### config.mk
export PLATFORM = sky130hd
export DESIGN_NAME = stack_seq
export DESIGN_NICKNAME = d
export VERILOG_FILES = /design/src/rtl/stack_seq_pkg.sv /design/src/rtl/stack_seq_ctrl.sv /design/src/rtl/stack_seq_addr.sv /design/src/rtl/stack_seq_regs.sv /design/src/rtl/stack_seq.sv
export SDC_FILE = /design/constraint.sdc
export NUM_CORES = 1
export LEC_CHECK = 0
export CAP_MARGIN = 20
export CORE_MARGIN = 1.5
export CORE_UTILIZATION = 40
export DETAILED_ROUTE_END_ITERATION = 6
export PLACE_DENSITY_LB_ADDON = 0.05
export SYNTH_ARGS = -nofsm -noshare
export SYNTH_HDL_FRONTEND = slang
export SYNTH_SLANG_ARGS = --single-unit
### constraint.sdc
create_clock -name clk_i -period 3.2 [get_ports clk_i]
set_clock_uncertainty 0.1 [all_clocks]
set_input_delay 0.8 -clock clk_i [delete_from_list [all_inputs] [get_ports clk_i]]
set_output_delay 0.8 -clock clk_i [all_outputs]
set_load 0.02 [all_outputs]
### src/rtl/stack_seq_pkg.sv
package stack_seq_pkg;

  localparam int STEP_W = 3;

  typedef enum logic [3:0] {
    OP_START   = 4'd0,
    OP_PUSH    = 4'd1,
    OP_PUSH_SR = 4'd2,
    OP_PULL    = 4'd3,
    OP_PULL_SR = 4'd4,
    OP_CALL    = 4'd5,
    OP_RET     = 4'd6,
    OP_BRK     = 4'd7,
    OP_IRET    = 4'd8
  } op_e;

  typedef enum logic [1:0] {
    ACC_STK_WR,
    ACC_STK_RD,
    ACC_VEC_RD
  } acc_e;

  typedef enum logic [1:0] {
    WS_HI,
    WS_LO,
    WS_BYTE,
    WS_SR
  } wsel_e;

  typedef enum logic [3:0] {
    DS_NONE,
    DS_LO,
    DS_HI,
    DS_HI_INC,
    DS_BYTE,
    DS_SR_FIX,
    DS_SR_RAW,
    DS_SR_INT,
    DS_TGT
  } dsel_e;

  typedef struct packed {
    acc_e        acc;
    wsel_e       wsel;
    dsel_e       dsel;
    logic [1:0]  vec_sel;  // [1] break vector, [0] high byte
    logic        last;
  } uop_t;

  function automatic uop_t mk(acc_e a, wsel_e w, dsel_e d, logic [1:0] v, logic l);
    uop_t u;
    u.acc = a; u.wsel = w; u.dsel = d; u.vec_sel = v; u.last = l;
    return u;
  endfunction

  function automatic uop_t uop_lookup(op_e op, logic [STEP_W-1:0] step);
    uop_t u;
    u = mk(ACC_VEC_RD, WS_BYTE, DS_NONE, 2'b00, 1'b1);
    unique case (op)
      OP_START:   u = (step == 0) ? mk(ACC_VEC_RD, WS_BYTE, DS_LO, 2'b00, 1'b0)
                                  : mk(ACC_VEC_RD, WS_BYTE, DS_HI, 2'b01, 1'b1);
      OP_PUSH:    u = mk(ACC_STK_WR, WS_BYTE, DS_NONE, 2'b00, 1'b1);
      OP_PUSH_SR: u = mk(ACC_STK_WR, WS_SR, DS_NONE, 2'b00, 1'b1);
      OP_PULL:    u = mk(ACC_STK_RD, WS_BYTE, DS_BYTE, 2'b00, 1'b1);
      OP_PULL_SR: u = mk(ACC_STK_RD, WS_BYTE, DS_SR_FIX, 2'b00, 1'b1);
      OP_CALL:    u = (step == 0) ? mk(ACC_STK_WR, WS_HI, DS_NONE, 2'b00, 1'b0)
                                  : mk(ACC_STK_WR, WS_LO, DS_TGT, 2'b00, 1'b1);
      OP_RET:     u = (step == 0) ? mk(ACC_STK_RD, WS_BYTE, DS_LO, 2'b00, 1'b0)
                                  : mk(ACC_STK_RD, WS_BYTE, DS_HI_INC, 2'b00, 1'b1);
      OP_BRK: begin
        case (step)
          3'd0:    u = mk(ACC_STK_WR, WS_HI, DS_NONE, 2'b00, 1'b0);
          3'd1:    u = mk(ACC_STK_WR, WS_LO, DS_NONE, 2'b00, 1'b0);
          3'd2:    u = mk(ACC_STK_WR, WS_SR, DS_SR_INT, 2'b00, 1'b0);
          3'd3:    u = mk(ACC_VEC_RD, WS_BYTE, DS_LO, 2'b10, 1'b0);
          default: u = mk(ACC_VEC_RD, WS_BYTE, DS_HI, 2'b11, 1'b1);
        endcase
      end
      OP_IRET: begin
        case (step)
          3'd0:    u = mk(ACC_STK_RD, WS_BYTE, DS_SR_RAW, 2'b00, 1'b0);
          3'd1:    u = mk(ACC_STK_RD, WS_BYTE, DS_LO, 2'b00, 1'b0);
          default: u = mk(ACC_STK_RD, WS_BYTE, DS_HI, 2'b00, 1'b1);
        endcase
      end
      default: u = mk(ACC_VEC_RD, WS_BYTE, DS_NONE, 2'b00, 1'b1);
    endcase
    return u;
  endfunction

endpackage

### src/rtl/stack_seq_ctrl.sv
module stack_seq_ctrl
  import stack_seq_pkg::*;
(
  input  logic       clk_i,
  input  logic       rst_ni,
  input  logic       cmd_valid_i,
  input  logic [3:0] cmd_op_i,
  output logic       accept_o,
  output logic       busy_o,
  output logic       done_o,
  output acc_e       acc_o,
  output wsel_e      wsel_o,
  output dsel_e      dsel_o,
  output logic [1:0] vec_sel_o
);

  op_e               op_q;
  logic [STEP_W-1:0] step_q;
  logic              busy_q;
  logic              done_q;
  uop_t              uop;

  assign accept_o = cmd_valid_i && !busy_q && (cmd_op_i <= OP_IRET);
  assign uop      = uop_lookup(op_q, step_q);

  always_ff @(posedge clk_i or negedge rst_ni) begin
    if (!rst_ni) begin
      op_q   <= OP_START;
      step_q <= '0;
      busy_q <= 1'b0;
      done_q <= 1'b0;
    end else begin
      done_q <= busy_q && uop.last;
      if (accept_o) begin
        op_q   <= op_e'(cmd_op_i);
        step_q <= '0;
        busy_q <= 1'b1;
      end else if (busy_q) begin
        if (uop.last) busy_q <= 1'b0;
        else          step_q <= step_q + 1'b1;
      end
    end
  end

  assign busy_o    = busy_q;
  assign done_o    = done_q;
  assign acc_o     = uop.acc;
  assign wsel_o    = uop.wsel;
  assign dsel_o    = uop.dsel;
  assign vec_sel_o = uop.vec_sel;

endmodule

### src/rtl/stack_seq_addr.sv
module stack_seq_addr
  import stack_seq_pkg::*;
#(
  parameter int                    DATA_W     = 8,
  parameter logic [DATA_W-1:0]     STACK_PAGE = 8'h01,
  parameter logic [2*DATA_W-1:0]   RST_VEC    = 16'hFFFC,
  parameter logic [2*DATA_W-1:0]   BRK_VEC    = 16'hFFFE,
  parameter int                    B_POS      = 4
) (
  input  logic                  busy_i,
  input  acc_e                  acc_i,
  input  wsel_e                 wsel_i,
  input  logic [1:0]            vec_sel_i,
  input  logic [DATA_W-1:0]     sp_i,
  input  logic [2*DATA_W-1:0]   word_i,
  input  logic [DATA_W-1:0]     byte_i,
  input  logic [DATA_W-1:0]     sr_in_i,
  output logic                  mem_req_o,
  output logic                  mem_we_o,
  output logic [2*DATA_W-1:0]   mem_addr_o,
  output logic [DATA_W-1:0]     mem_wdata_o
);

  localparam int ADDR_W = 2 * DATA_W;
  localparam logic [DATA_W-1:0] B_MASK = DATA_W'(1) << B_POS;

  logic [ADDR_W-1:0] vec_base;
  logic [DATA_W-1:0] sp_pre;

  assign vec_base = vec_sel_i[1] ? BRK_VEC : RST_VEC;
  assign sp_pre   = sp_i + DATA_W'(1);

  always_comb begin
    mem_we_o   = 1'b0;
    mem_addr_o = vec_base + {{(ADDR_W-1){1'b0}}, vec_sel_i[0]};
    unique case (acc_i)
      ACC_STK_WR: begin
        mem_we_o   = busy_i;
        mem_addr_o = {STACK_PAGE, sp_i};
      end
      ACC_STK_RD: mem_addr_o = {STACK_PAGE, sp_pre};
      default:    ;
    endcase
  end

  always_comb begin
    unique case (wsel_i)
      WS_HI:   mem_wdata_o = word_i[ADDR_W-1:DATA_W];
      WS_LO:   mem_wdata_o = word_i[DATA_W-1:0];
      WS_SR:   mem_wdata_o = sr_in_i | B_MASK;
      default: mem_wdata_o = byte_i;
    endcase
  end

  assign mem_req_o = busy_i;

endmodule

### src/rtl/stack_seq_regs.sv
module stack_seq_regs
  import stack_seq_pkg::*;
#(
  parameter int                DATA_W  = 8,
  parameter logic [DATA_W-1:0] SP_INIT = 8'hFD,
  parameter int                I_POS   = 2,
  parameter int                FIX_POS = 5
) (
  input  logic                  clk_i,
  input  logic                  rst_ni,
  input  logic                  accept_i,
  input  logic [3:0]            cmd_op_i,
  input  logic [DATA_W-1:0]     cmd_data_i,
  input  logic [DATA_W-1:0]     cmd_sr_i,
  input  logic [2*DATA_W-1:0]   cmd_pc_i,
  input  logic [2*DATA_W-1:0]   cmd_addr_i,
  input  logic                  busy_i,
  input  acc_e                  acc_i,
  input  dsel_e                 dsel_i,
  input  logic [DATA_W-1:0]     mem_rdata_i,
  output logic [2*DATA_W-1:0]   pc_o,
  output logic [DATA_W-1:0]     sp_o,
  output logic [DATA_W-1:0]     sr_o,
  output logic [DATA_W-1:0]     pull_data_o,
  output logic [2*DATA_W-1:0]   word_o,
  output logic [DATA_W-1:0]     byte_o,
  output logic [DATA_W-1:0]     sr_in_o
);

  localparam int ADDR_W = 2 * DATA_W;
  localparam logic [ADDR_W-1:0] ONE_A    = ADDR_W'(1);
  localparam logic [DATA_W-1:0] ONE_D    = DATA_W'(1);
  localparam logic [DATA_W-1:0] I_MASK   = ONE_D << I_POS;
  localparam logic [DATA_W-1:0] FIX_MASK = ONE_D << FIX_POS;

  logic [ADDR_W-1:0] pc_q, word_q, tgt_q, rd_word;
  logic [DATA_W-1:0] sp_q, sr_q, pull_q, byte_q, sr_in_q, lo_q;

  assign rd_word = {mem_rdata_i, lo_q};

  always_ff @(posedge clk_i or negedge rst_ni) begin
    if (!rst_ni) begin
      pc_q    <= '0;
      sp_q    <= SP_INIT;
      sr_q    <= FIX_MASK;
      pull_q  <= '0;
      word_q  <= '0;
      tgt_q   <= '0;
      byte_q  <= '0;
      sr_in_q <= '0;
      lo_q    <= '0;
    end else if (accept_i) begin
      byte_q  <= cmd_data_i;
      sr_in_q <= cmd_sr_i;
      tgt_q   <= cmd_addr_i;
      // call stacks the address minus one; break skips one padding byte
      word_q  <= (cmd_op_i == OP_CALL) ? cmd_pc_i - ONE_A : cmd_pc_i + ONE_A;
      if (cmd_op_i == OP_START) sp_q <= SP_INIT;
    end else if (busy_i) begin
      unique case (acc_i)
        ACC_STK_WR: sp_q <= sp_q - ONE_D;
        ACC_STK_RD: sp_q <= sp_q + ONE_D;
        default:    ;
      endcase
      unique case (dsel_i)
        DS_LO:     lo_q   <= mem_rdata_i;
        DS_HI:     pc_q   <= rd_word;
        DS_HI_INC: pc_q   <= rd_word + ONE_A;
        DS_BYTE:   pull_q <= mem_rdata_i;
        DS_SR_FIX: sr_q   <= mem_rdata_i | FIX_MASK;
        DS_SR_RAW: sr_q   <= mem_rdata_i;
        DS_SR_INT: sr_q   <= sr_in_q | I_MASK;
        DS_TGT:    pc_q   <= tgt_q;
        default:   ;
      endcase
    end
  end

  assign pc_o        = pc_q;
  assign sp_o        = sp_q;
  assign sr_o        = sr_q;
  assign pull_data_o = pull_q;
  assign word_o      = word_q;
  assign byte_o      = byte_q;
  assign sr_in_o     = sr_in_q;

endmodule

### src/rtl/stack_seq.sv
module stack_seq
  import stack_seq_pkg::*;
#(
  parameter int                  DATA_W     = 8,
  parameter logic [DATA_W-1:0]   STACK_PAGE = 8'h01,
  parameter logic [DATA_W-1:0]   SP_INIT    = 8'hFD,
  parameter logic [2*DATA_W-1:0] RST_VEC    = 16'hFFFC,
  parameter logic [2*DATA_W-1:0] BRK_VEC    = 16'hFFFE,
  parameter int                  B_POS      = 4,
  parameter int                  I_POS      = 2,
  parameter int                  FIX_POS    = 5
) (
  input  logic                clk_i,
  input  logic                rst_ni,
  input  logic                cmd_valid_i,
  input  logic [3:0]          cmd_op_i,
  input  logic [DATA_W-1:0]   cmd_data_i,
  input  logic [DATA_W-1:0]   cmd_sr_i,
  input  logic [2*DATA_W-1:0] cmd_pc_i,
  input  logic [2*DATA_W-1:0] cmd_addr_i,
  output logic                busy_o,
  output logic                done_o,
  output logic                mem_req_o,
  output logic                mem_we_o,
  output logic [2*DATA_W-1:0] mem_addr_o,
  output logic [DATA_W-1:0]   mem_wdata_o,
  input  logic [DATA_W-1:0]   mem_rdata_i,
  output logic [2*DATA_W-1:0] pc_o,
  output logic [DATA_W-1:0]   sp_o,
  output logic [DATA_W-1:0]   sr_o,
  output logic [DATA_W-1:0]   pull_data_o
);

  localparam int ADDR_W = 2 * DATA_W;

  logic              accept;
  acc_e              acc;
  wsel_e             wsel;
  dsel_e             dsel;
  logic [1:0]        vec_sel;
  logic [ADDR_W-1:0] word;
  logic [DATA_W-1:0] byte_op, sr_in;

  stack_seq_ctrl u_ctrl (
    .clk_i       (clk_i),
    .rst_ni      (rst_ni),
    .cmd_valid_i (cmd_valid_i),
    .cmd_op_i    (cmd_op_i),
    .accept_o    (accept),
    .busy_o      (busy_o),
    .done_o      (done_o),
    .acc_o       (acc),
    .wsel_o      (wsel),
    .dsel_o      (dsel),
    .vec_sel_o   (vec_sel)
  );

  stack_seq_addr #(
    .DATA_W     (DATA_W),
    .STACK_PAGE (STACK_PAGE),
    .RST_VEC    (RST_VEC),
    .BRK_VEC    (BRK_VEC),
    .B_POS      (B_POS)
  ) u_addr (
    .busy_i      (busy_o),
    .acc_i       (acc),
    .wsel_i      (wsel),
    .vec_sel_i   (vec_sel),
    .sp_i        (sp_o),
    .word_i      (word),
    .byte_i      (byte_op),
    .sr_in_i     (sr_in),
    .mem_req_o   (mem_req_o),
    .mem_we_o    (mem_we_o),
    .mem_addr_o  (mem_addr_o),
    .mem_wdata_o (mem_wdata_o)
  );

  stack_seq_regs #(
    .DATA_W  (DATA_W),
    .SP_INIT (SP_INIT),
    .I_POS   (I_POS),
    .FIX_POS (FIX_POS)
  ) u_regs (
    .clk_i       (clk_i),
    .rst_ni      (rst_ni),
    .accept_i    (accept),
    .cmd_op_i    (cmd_op_i),
    .cmd_data_i  (cmd_data_i),
    .cmd_sr_i    (cmd_sr_i),
    .cmd_pc_i    (cmd_pc_i),
    .cmd_addr_i  (cmd_addr_i),
    .busy_i      (busy_o),
    .acc_i       (acc),
    .dsel_i      (dsel),
    .mem_rdata_i (mem_rdata_i),
    .pc_o        (pc_o),
    .sp_o        (sp_o),
    .sr_o        (sr_o),
    .pull_data_o (pull_data_o),
    .word_o      (word),
    .byte_o      (byte_op),
    .sr_in_o     (sr_in)
  );

endmodule

==> impl_metrics.json, run 1 <==
{
  "hp-class": "in2async",
  "dpl.hpwl_mm": 12.9,
  "violations": "negative setup slack",
  "worstMarginPinSlew_ns": 0.635,
  "drive_gt1_frac": 0.246,
  "critPathLaunchType": "flop",
  "cp.required_ns": 2.30,
  "detail_route.wl_per_cell_um": 15.9,
  "max_slew_margin": 0.577,
  "clock_tree.buffer_depth": 2,
  "syn_nets": 794,
  "multi_input_area_sq_um": 3520,
  "worstPathCellList": "buf_6 -> ha_4 -> o21ba_4 -> a31oi_4 -> nor2_4 -> buf_6 -> mux4_2 -> buf_6",
  "setup_viol": 7,
  "dr_total_vias": 5905,
  "gp_congestion": 0.848,
  "drv_cap": 0,
  "slowest_stage": "mux4_2",
  "drc": 0,
  "p_per_area_nw_per_um2": 903,
  "grt_use_total": 0.222,
  "end_kind": "output pin",
  "critPathMaxFanout": 5,
  "ir_worst_vdd_v": 0.000616,
  "drv_slew": 0,
  "period_share": 1.02,
  "synth_area_sq_um": 6200,
  "dpl_worst_slack_ns": -0.413,
  "grt_pass1_vias": 5610,
  "h-tree-depth": 3,
  "finalHoldViolCount": 0,
  "area_delta_synth_final_pct": 42.7,
  "synth_commonest_cells": "nand2_1 (176), dfrtp_1 (97), o21ai_0 (68)",
  "die_h_um": 128,
  "whs_ns": 0.355,
  "grt_start_max_net_pins": 106,
  "n_antenna_cell": 0,
  "yosysTopAreaCell": "dfrtp_1",
  "initial_core_util": 0.409,
  "cts_tree": "done",
  "leakagePower_nw": 4.01,
  "ant_nets": 0,
  "status": "finished, violations left",
  "io_pins": 131,
  "synthArstFlopShare": 1.00,
  "post-route-util": 0.584,
  "synth_ff_type": "dfrtp_1",
  "grt-ovfl-total": 0,
  "syn_area_per_cell_sq_um": 8.76,
  "r2r.worst_path.cells": 10,
  "clock-sinks": 105,
  "nets": 999,
  "crit_arrival_ns": 2.37,
  "ys_types": 63,
  "critical_path.max_stage_delay_ns": 0.47,
  "syn_inst": 708,
  "die_w_um": 128,
  "ys_top_cells_by_area": "dfrtp_1 (39%), nand2_1 (11%), o21ai_0 (5.5%)",
  "dieArea_sq_um": 16300,
  "critPathKind": "reg2out",
  "ys_seq_area_frac": 0.425,
  "synth_top_area_share": 0.391,
  "synth_edf_count": 0,
  "routed_wl_mm": 17.6,
  "synth_most_common_cell": "nand2_1",
  "portBuffers": 129,
  "rows": 45,
  "register_area_sq_um": 2640,
  "fin_ws_ns": -0.0665,
  "cts-root-buf": "clkbuf_16",
  "drt_first_pass_iters": 5,
  "grt_pass1_wl_mm": 28.5,
  "cpMostUsedCell": "buf_6",
  "antenna_found_initial": 0,
  "place_area_sq_um": 8290,
  "path_clk_slew_ns": 0.07,
  "cts_hold_buf": 0,
  "core_area_sq_um": 15100,
  "fin_area_sq_um": 8850,
  "ys_ff_latch": 105,
  "drt_iter0_drc": 432,
  "ys_warn_count": 0,
  "max_freq_mhz": 306,
  "n_fill_cell": 1340,
  "clk_latency_ns": 0.36,
  "cts-buffers-inserted": 9,
  "layout_min_cycle_time_ns": 3.27,
  "via_per_inst": 5.34,
  "rsz0062_at_grt": "yes"
}
through the flow:
stage,setup TNS (ns),cells,total power [mW]
floorplan,-0.0294,708,4.87
global placement,-3.69,1076,6.69
detailed placement,-5.58,1076,6.74
CTS,-0.996,1103,7.87
global route,-0.849,1106,8.58
finish,-0.255,1106,7.99
logic make-up (layout without fill, tap and decap cells):
| kind of cell | after synthesis | in the layout | share of synthesized area |
|---|---|---|---|
| compound gates | 173 | 173 | 0.170 |
| xor+xnor | 21 | 21 | 0.0297 |
| fa+ha+maj | 24 | 24 | 0.0492 |
| buf+inv | 58 | 268 | 0.0440 |
| flops | 105 | 105 | 0.425 |
| mux | 33 | 33 | 0.0708 |
| other cells | 1 | 1 | 0.000605 |
| simple gates | 293 | 293 | 0.211 |
registers in the layout, summed over array words and instances (netlist names):
signal and cells:
u_regs.pc_o 16, u_regs.pull_data_o 8, u_regs.sr_o 8, u_ctrl.op_q 4, u_ctrl.busy_o 1, u_regs.sp_o 8, u_regs.lo_q 8, u_ctrl.done_o 1
u_regs.byte_o 8, u_regs.word_o 16, u_ctrl.step_q 3, u_regs.tgt_q 16, u_regs.sr_in_o 8
final cells by class:
cell class | instances | share of cell area
sequential | 105 | 0.298
clock buffer | 9 | 0.0255
clock inverter | 7 | 0.0106
inverter | 18 | 0.00849
tap | 188 | 0.0266
timing repair buffer | 234 | 0.233
multi-input combinational | 545 | 0.398
layer usage:
layer  GRT usage  part of all wire
met5           0                 0
met4      0.0541             0.012
met3      0.0360             0.036
met2       0.365              0.48
met1       0.307              0.47
cell usage in the layout (no fill, tap or decap), types with 7 or more instances in the layout:
cell             count
nand2_1            175
clkdlybuf4s50_1    100
buf_4               98
dfrtp_1             95
o21ai_0             63
nor2_1              42
a21oi_1             38
mux2_2              17
ha_1                16
inv_1               15
nand3_1             15
buf_6               13
xnor2_1             11
xor2_1              10
mux2i_1              9
clkbuf_16            9
clkbuf_2             9
dfstp_2              8
mux4_2               7
nor3_1               7
a21o_1               7
buf_2                7
critical path: cells and delay by family (launching register included):
kind,cells,cell delay (ns)
mux,1,0.47
flops,1,0.46
buf+inv,3,0.44
compound gates,2,0.39
fa+ha+maj,1,0.17
simple gates,1,0.07
timing repair:
item,CTS,global route
resized for setup,99,65
pin swaps,10,11
gates cloned,2,0
setup buffers,9,5
setup endpoints to repair,26,28
power breakdown:
group | internal, mW | switching (mW)
Combinational | 2.05 | 2.37
Clock | 0.567 | 0.592
Sequential | 1.94 | 0.463
path summary, 6_finish.rpt:
check,slack (ns),start,end
worst max-delay path,-0.07,u_ctrl.step_q[0],mem_wdata_o[1]
worst min-delay path,0.36,rst_ni,u_ctrl.op_q[3]
worst max register to register,0.52,u_ctrl.step_q[1],u_regs.pull_data_o[5]
worst min register to register,0.38,u_regs.word_o[7],u_regs.word_o[7]
max in group asynchronous,2.14,rst_ni,u_regs.tgt_q[3]
min in group clk_i,0.38,u_regs.word_o[7],u_regs.word_o[7]
Power figures use the tool's default switching activity.
==> run 2: changes to the inputs <==
TNS_END_PERCENT = 10   (was unset)
==> run 2 against run 1 <==
Net effect: the run still ends with negative setup slack left; total power shrank 1.2%; via count fell by 1.1%; register-to-register slack about the same; sequential power is essentially flat; utilization is 0.71 points lower; wire length decreased by 0.62%; global-route usage decreased by 0.40 points; maximum frequency about the same.
==> impl_metrics.json, run 2 (synthesized netlist as in run 1, its figures left out) <==
{
  "fin_area_sq_um": 8740,
  "nets": 990,
  "rsz0062_at_grt": "yes",
  "dr_total_vias": 5838,
  "die_w_um": 128,
  "intPower_mw": 4.53,
  "grt_pass1_wl_mm": 27.9,
  "cts-buffers-inserted": 9,
  "cts_hold_buf": 0,
  "critPathKind": "reg2out",
  "fin_ws_ns": -0.0633,
  "clk_latency_ns": 0.35,
  "drt_first_pass_iters": 4,
  "total_power_mw": 7.89,
  "area_delta_synth_final_pct": 40.9,
  "io_pins": 131,
  "setup_viol": 7,
  "hp-class": "in2async",
  "p_seq_frac": 0.306,
  "violations": "negative setup slack",
  "cts-root-buf": "clkbuf_16",
  "antenna_found_initial": 0,
  "max_slew_margin": 0.636,
  "switching_share": 0.427,
  "cts_tree": "done",
  "detail_route.wl_per_cell_um": 15.9,
  "grt-ovfl-total": 0,
  "reg2reg_from": "u_ctrl.step_q[0]",
  "slowest_stage": "mux4_2",
  "whs_ns": 0.224,
  "grt_use_total": 0.218,
  "path_clk_slew_ns": 0.08,
  "max_freq_mhz": 306,
  "post-route-util": 0.577,
  "critical_path.max_stage_delay_ns": 0.54,
  "r2r_slack_ns": 0.53,
  "die_h_um": 128,
  "routed_wl_mm": 17.5,
  "initial_core_util": 0.409,
  "end_kind": "output pin",
  "r2r.worst_path.cells": 9,
  "dpl_worst_slack_ns": -0.504,
  "crit_buf_inv": 3,
  "portBuffers": 129,
  "dieArea_sq_um": 16300,
  "final_common_cell": "nand2_1",
  "drt_iter0_drc": 308,
  "drv_cap": 0,
  "cp.required_ns": 2.30,
  "critPathMaxFanout": 5,
  "grt_pass1_vias": 5574,
  "cp-startpoint": "u_ctrl.step_q[0]",
  "path_delay_family": "multiplexers",
  "clock_tree.buffer_depth": 2,
  "clock-sinks": 105,
  "leakagePower_nw": 3.95,
  "ant_nets": 0,
  "r2r-end": "u_regs.pull_data_o[1]",
  "p_per_area_nw_per_um2": 903,
  "period_share": 1.02,
  "place_area_sq_um": 8290,
  "grt_start_max_net_pins": 69,
  "h-tree-depth": 3,
  "drc": 0,
  "final_cell_mix": "nand2_1 (176), clkdlybuf4s50_1 (103), dfrtp_1 (95)",
  "p_sw_mw": 3.37,
  "worstPathCellList": "ha_4 -> ha_4 -> inv_2 -> a31oi_4 -> nor2_4 -> buf_6 -> mux4_2 -> buf_6",
  "pwr-share-comb": 0.557,
  "rows": 45,
  "dpl.hpwl_mm": 13.0,
  "layout_min_cycle_time_ns": 3.26,
  "finalHoldViolCount": 0,
  "drv_slew": 0,
  "drive_gt1_frac": 0.227,
  "n_antenna_cell": 0,
  "worstMarginPinSlew_ns": 0.532,
  "status": "finished, violations left",
  "crit_arrival_ns": 2.36,
  "clockPowerShare": 0.137,
  "ir_worst_vdd_v": 0.000462,
  "via_per_inst": 5.32,
  "core_area_sq_um": 15100,
  "gp_congestion": 0.893,
  "critPathLaunchType": "flop"
}
run 2: cell count changes in the layout (fill, tap and decap cells not counted), moves of 3 or more:
cell,delta
clkinv_8,-3
buf_6,-4
dlygate4sd2_1,+4
clkdlybuf4s50_1,+3
clkbuf_2,-6
buf_4,-5
run 2: metrics by stage:
stage	instances	TNS, ns
after CTS	1098	-1.24
final	1097	-0.370
after detailed placement	1078	-5.07
after floorplan	708	-0.0728
after global placement	1078	-4.66
after global routing	1097	-1.88
run 2: how the worst max path moves through the flow:
stage / to / slack [ns] / cells past startpoint
3_3_place_gp: u_regs.word_o[14] / -0.46 / 12
3_5_place_dp: u_regs.word_o[14] / -0.50 / 12
2_1_floorplan: u_regs.word_o[14] / -0.06 / 10
6_report: mem_wdata_o[6] / -0.06 / 8
4_1_cts: mem_wdata_o[5] / -0.13 / 9
5_1_grt: mem_wdata_o[5] / -0.16 / 8
run 2: cell type report:
class | instances | area, sq um
clock buffers | 9 | 225
clock inverters | 7 | 62.6
fillers | 1388 | 6410
inverters | 18 | 72.6
multi-input cells | 545 | 3500
flip-flops and latches | 105 | 2640
well taps | 188 | 235
repair buffers | 225 | 2000
run 2: worst register-to-register path, cell delays in order, from the launching register on:
cell     delay [ns]
dfrtp_2        0.48
inv_4          0.10
ha_4           0.17
o21ba_4        0.18
buf_4          0.12
o21ai_0        0.07
a221o_1        0.36
o21a_1         0.17
nor3_4         0.41
mux2_2         0.40
run 2: power by group through the flow:
| stage | clock network [mW] | registers (mW) | logic, mW |
|---|---|---|---|
| after floorplan | 0 | 2.59 | 2.28 |
| after global placement | 0 | 2.40 | 4.29 |
| after detailed placement | 0 | 2.43 | 4.34 |
| after CTS | 1.10 | 2.41 | 4.33 |
| after global routing | 1.16 | 2.50 | 4.81 |
| final | 1.08 | 2.41 | 4.40 |
run 2: routing by layer:
layer | wire [um] | GRT usage
met1 | 8120 | 0.294
met5 | 0 | 0
met4 | 172 | 0.0508
met2 | 8470 | 0.365
met3 | 706 | 0.0385
run 2: timing repair:
| item | in CTS | in global routing |
|---|---|---|
| setup buffers | 3 | 1 |
| pin swaps | 2 | 11 |
| gates resized for setup | 86 | 50 |
| hold endpoints to repair | 0 | 0 |
| endpoints found under the setup margin | 31 | 31 |
| cloned | 1 | 0 |
